==> src/rtl/lvl_route_table.sv <==
module lvl_route_table #(
  parameter int CORES = 8,
  parameter int TID_W = 4,
  localparam int CW = (CORES > 1) ? $clog2(CORES) : 1
) (
  input  logic             clk,
  input  logic             rst_n,
  input  logic             map_we,
  input  logic             map_clr,
  input  logic [CW-1:0]    map_core,
  input  logic [TID_W-1:0] map_tid,
  input  logic             req_valid,
  input  logic             req_kind,
  input  logic             req_full,
  input  logic [TID_W-1:0] req_tid,
  output logic             rsp_valid,
  output logic             rsp_kind,
  output logic [1:0]       rsp_route
);

  localparam logic [1:0] ROUTE_NEAR = 2'b01;
  localparam logic [1:0] ROUTE_FAR  = 2'b11;

  logic [CORES-1:0] slot_vld;
  logic [TID_W-1:0] slot_tid [CORES];
  logic [CORES-1:0] match;
  logic             hit;

  always_ff @(posedge clk) begin
    if (!rst_n)
      slot_vld <= '0;
    else if (map_clr)
      slot_vld[map_core] <= 1'b0;
    else if (map_we)
      slot_vld[map_core] <= 1'b1;
  end

  always_ff @(posedge clk) begin
    if (map_we && !map_clr)
      slot_tid[map_core] <= map_tid;
  end

  for (genvar i = 0; i < CORES; i++) begin : g_cmp
    assign match[i] = slot_vld[i] && (slot_tid[i] == req_tid);
  end

  assign hit = |match;

  always_ff @(posedge clk) begin
    if (!rst_n) begin
      rsp_valid <= 1'b0;
      rsp_kind  <= 1'b0;
      rsp_route <= ROUTE_FAR;
    end else begin
      rsp_valid <= req_valid;
      if (req_valid) begin
        rsp_kind  <= req_kind;
        rsp_route <= (req_full || !hit) ? ROUTE_FAR : ROUTE_NEAR;
      end
    end
  end

  assert_latency_R10: assert property (@(posedge clk) disable iff (!rst_n)
    req_valid |=> rsp_valid);
  assert_no_spurious_R10: assert property (@(posedge clk) disable iff (!rst_n)
    !req_valid |=> !rsp_valid);
  assert_route_legal_R3: assert property (@(posedge clk) disable iff (!rst_n)
    rsp_valid |-> (rsp_route == ROUTE_NEAR || rsp_route == ROUTE_FAR));
  assert_full_path_R6: assert property (@(posedge clk) disable iff (!rst_n)
    (req_valid && req_full) |=> rsp_route == ROUTE_FAR);
  assert_kind_echo_R5: assert property (@(posedge clk) disable iff (!rst_n)
    req_valid |=> rsp_kind == $past(req_kind));
  assert_miss_far_R4: assert property (@(posedge clk) disable iff (!rst_n)
    (req_valid && slot_vld == '0) |=> rsp_route == ROUTE_FAR);
  assert_clear_wins_R8: assert property (@(posedge clk) disable iff (!rst_n)
    (map_clr && map_we) |=> !slot_vld[$past(map_core)]);

endmodule

==> config.mk <==
export PLATFORM = sky130hd
export DESIGN_NAME = lvl_route_table
export DESIGN_NICKNAME = d
export VERILOG_FILES = /design/src/rtl/lvl_route_table.sv
export SDC_FILE = /design/constraint.sdc
export NUM_CORES = 1
export LEC_CHECK = 0
export CAP_MARGIN = 20
export CORE_MARGIN = 2
export CORE_UTILIZATION = 38
export CTS_BUF_LIST = sky130_fd_sc_hd__clkbuf_4 sky130_fd_sc_hd__clkbuf_8 sky130_fd_sc_hd__clkbuf_16
export DETAILED_ROUTE_END_ITERATION = 7
export MAX_ROUTING_LAYER = met4
export PLACE_DENSITY_LB_ADDON = 0.1
export SLEW_MARGIN = 30
export SYNTH_ARGS = -nofsm -noshare
export SYNTH_HDL_FRONTEND = slang
export SYNTH_SLANG_ARGS = --single-unit
==> constraint.sdc <==
create_clock -name clk -period 2.7 [get_ports clk]
set_input_delay 0.81 -clock clk [delete_from_list [all_inputs] [get_ports clk]]
set_output_delay 0.81 -clock clk [all_outputs]
set_load 0.02 [all_outputs]
==> impl_summary.txt <==
----------------------------------------------------
[Status]
  Outcome ... completed

[Detailed routing]
  Remaining antenna violation count after routing ... 0
  DRC Markers ... 0
  DRT Wirelength ... 3.87 mm
  Initial DRT Pass Iterations ... 4
  Number of DRC markers in iteration 0 ... 66
  Via-to-Cell Ratio ... 4.86
  Post-DR wirelength/cell ... 16.5 um
  Vias after detailed routing ... 1,143

[Layout]
  Number of standard cells in the final layout excluding fillers ... 235
  Antenna fix cells ... 0
  Synthesis-to-layout area growth ... 20.1%
  Fill cells ... 427
  Share of layout cells above drive strength 1 ... 13.7%
  Final-stage net count ... 185
  Storage element area ... 0.00118 mm2
  Multi-input logic area ... 609 um2

[CTS]
  Clock Sinks ... 43
  Clock Tree Buf Depth ... 2
  CTS tree ... done
  Count of H-tree levels built during CTS ... 2
  Clock insertion delay at the later pin of the skew report ... 290 ps
  Clock transition at the registers of the reported paths ... 80 ps
  Cell at the root of the clock tree ... sky130_fd_sc_hd__clkbuf_8
  Quantity of gates resized following cts ... 0
  Hold buffers post-CTS ... 0
  Number of CTS-inserted buffers ... 5
  Total setup buffers inserted after CTS ... 0

[Synthesis]
  Library cell with the largest summed area after synthesis ... sky130_fd_sc_hd__edfxtp_1
  Synth top cells by count ... sky130_fd_sc_hd__edfxtp_1 (32), sky130_fd_sc_hd__xor2_1 (22), sky130_fd_sc_hd__nor2_1 (17), sky130_fd_sc_hd__dfxtp_1 (11), sky130_fd_sc_hd__o221a_2 (8)
  Post-synth ARST share ... 0%
  Most used DFF post-synth ... sky130_fd_sc_hd__edfxtp_1
  Post-Synthesis Cells ... 143
  Average size of a mapped cell ... 13.0 um2
  Netlist area before placement ... 0.00187 mm2
  Synth Net Count ... 161
  Leading cell types by total area after synthesis ... sky130_fd_sc_hd__edfxtp_1 (52%), sky130_fd_sc_hd__dfxtp_1 (12%), sky130_fd_sc_hd__xor2_1 (10%)
  Number of flops mapped to enable cells by yosys ... 32
  Number of distinct library cell variants in the gate-level netlist after synthesis ... 26
  Most common cell in the netlist ... sky130_fd_sc_hd__edfxtp_1
  Total number of yosys warnings ... 0
  Sequential share of the synthesized area ... 63.3%
  Area share of the leading cell type in the synthesized netlist ... 51.5%
  Register bit total from synthesis ... 43

[Critical path]
  Data arrival at the endpoint of the critical path ... 2520 ps
  Largest incremental delay on the critical path ... 700 ps
  Cell-by-cell listing of the critical path ... clkdlybuf4s50_1 -> buf_4 -> inv_1 -> o22ai_1 -> nor3_1 -> a21oi_1 -> nand4_1 -> a32oi_1
  Crit path buf inv count ... 3
  Length in cells of the worst reg-to-reg path ... 5
  Kind of start point of the critical path ... input pin
  Critical Path Stages ... 8
  Crit-path slowest cell ... sky130_fd_sc_hd__clkdlybuf4s50_1
  Worst Setup End Kind ... flop
  Data required time at the worst endpoint ... 2910 ps
  Worst-path fanout max ... 7
  Class of the most critical setup path ... input pin to flop
  Worst path top cell family by delay ... buffers and inverters

[Global routing]
  Global-route wire length before repair ... 5.98 mm
  Vias in the first global route ... 1,143
  GRT Total Usage ... 16.1%
  Pin count of the biggest net entering global routing ... 14
  Number of antenna violations at the first check in global routing ... 0
  Leftover overflow at the end of global routing ... 0

[Floorplan]
  Top Ports ... 22
  Std cell rows ... 25
  Standard cell core area ... 0.00472 mm2
  Die Span X ... 74.1 um
  Full die area ... 0.00549 mm2
  Starting density of the core ... 39.5%
  Die extent in y ... 74.1 um

[Timing]
  Worst hold slack ... 512 ps
  Max Slew Vio Count ... 0
  Final setup skew ... 5.84 ps
  Fmax ... 434 MHz
  Period utilization ... 85.4%
  RSZ-0062 raised after global routing ... no
  Final WS setup ... 395 ps
  Fin Setup TNS ... 0 ps
  Shortest clock period the worst path allows after layout ... 2310 ps
  Setup Viol. Count Final ... 0
  Final Hold Viols ... 0

[Place]
  GPL Wtd Cong ... 0.767
  HPWL after DPL ... 2.80 mm
  Minimum setup slack after placement ... 107 ps
  # placed instances ... 227
  Buffers added on ports ... 20

[Power]
  Power density over the cells ... 587 mW/mm2
  Switching Fraction ... 20.9%
  Clock network fraction of design power ... 35.4%
  Combinational cell fraction of total power ... 9.0%
  Internal power contribution ... 1.04 mW
  Net switching power ... 0.275 mW
  P_leak ... 0.775 nW
  Max VDD drop ... 280 uV
  Pwr Total ... 1.32 mW
  Sequential cell fraction of total power ... 55.6%

[Run]
  Maxcap violations ... 0

[Min path]
  Hold Crit Class ... flop to flop
  Depth of the worst hold-timing path ... 2

----------------------------------------------------
[layout make-up]
cell class	instances	area share, %
multi-input cells	89	27.2
well taps	67	3.74
flip-flops and latches	43	52.7
clock buffers	8	4.86
inverters	4	0.670
repair buffers	24	10.8
[path summary, 6_finish.rpt]
path	start	endpoint	slack (ps)
worst max-delay path	req_tid[2]	rsp_route[1]$_SDFFE_PN1P_	390
worst min-delay path	rsp_route[1]$_SDFFE_PN1P_	rsp_route[1]$_SDFFE_PN1P_	510
worst max register to register	slot_tid[3][2]$_DFFE_PP_	rsp_route[1]$_SDFFE_PN1P_	1350
worst min register to register	rsp_route[1]$_SDFFE_PN1P_	rsp_route[1]$_SDFFE_PN1P_	510
[cells by family (layout without fill, tap and decap cells)]
kind of cell           count (synthesis)  count (layout)  synth area share, %
flip-flops                            43              43                 63.3
AND/OR/NAND/NOR                       42              42                 10.6
XOR/XNOR                              29              29                 13.6
AO/OA/AOI/OAI                         16              16                 7.71
buffers and inverters                 11              36                 4.02
other                                  1               1                0.201
multiplexers                           1               1                0.537
[cell usage in the layout (no fill, tap or decap), types with 4 or more instances in the layout]
master,synthesis,routed
sky130_fd_sc_hd__clkbuf_8,0,5
sky130_fd_sc_hd__clkdlybuf4s50_1,0,20
sky130_fd_sc_hd__dfxtp_1,11,11
sky130_fd_sc_hd__edfxtp_1,32,32
sky130_fd_sc_hd__inv_1,4,4
sky130_fd_sc_hd__nand2_1,7,7
sky130_fd_sc_hd__nand2b_1,4,4
sky130_fd_sc_hd__nor2_1,17,17
sky130_fd_sc_hd__nor3_1,4,4
sky130_fd_sc_hd__nor4_1,4,4
sky130_fd_sc_hd__o221a_2,8,8
sky130_fd_sc_hd__xnor2_1,7,7
sky130_fd_sc_hd__xor2_1,22,22
[power by group through the flow]
stage                     Combinational, mW  Sequential, mW  Clock (mW)
after global placement                0.117           0.747           0
after detailed placement              0.118           0.747           0
after CTS                             0.119           0.732       0.479
after floorplan                      0.0641           0.747           0
final                                 0.118           0.732       0.466
after global routing                  0.129           0.733       0.504
[tightest hold or removal path: stages (launching register included)]
cell	delay [ps]
sky130_fd_sc_hd__dfxtp_1	320
sky130_fd_sc_hd__nor2_1	90
sky130_fd_sc_hd__a32oi_1	50
[per-stage QoR]
stage          area [um2]  utilization, %
5_1_grt              2240            47.4
4_1_cts              2240            47.4
3_5_place_dp         2130            45.1
3_3_place_gp         2130            45.1
2_1_floorplan        1870               -
6_report             2240            47.4
[routing by layer]
metal | up-vias | track usage (%) | wire length, um
met5 | - | - | 0
met4 | 0 | 6.67 | 61
met3 | 7 | 3.25 | 124
met2 | 18 | 23.4 | 1820
met1 | 562 | 22.1 | 1870
li1 | 556 | - | -
No activity file was read; power rests on OpenSTA's default activity.
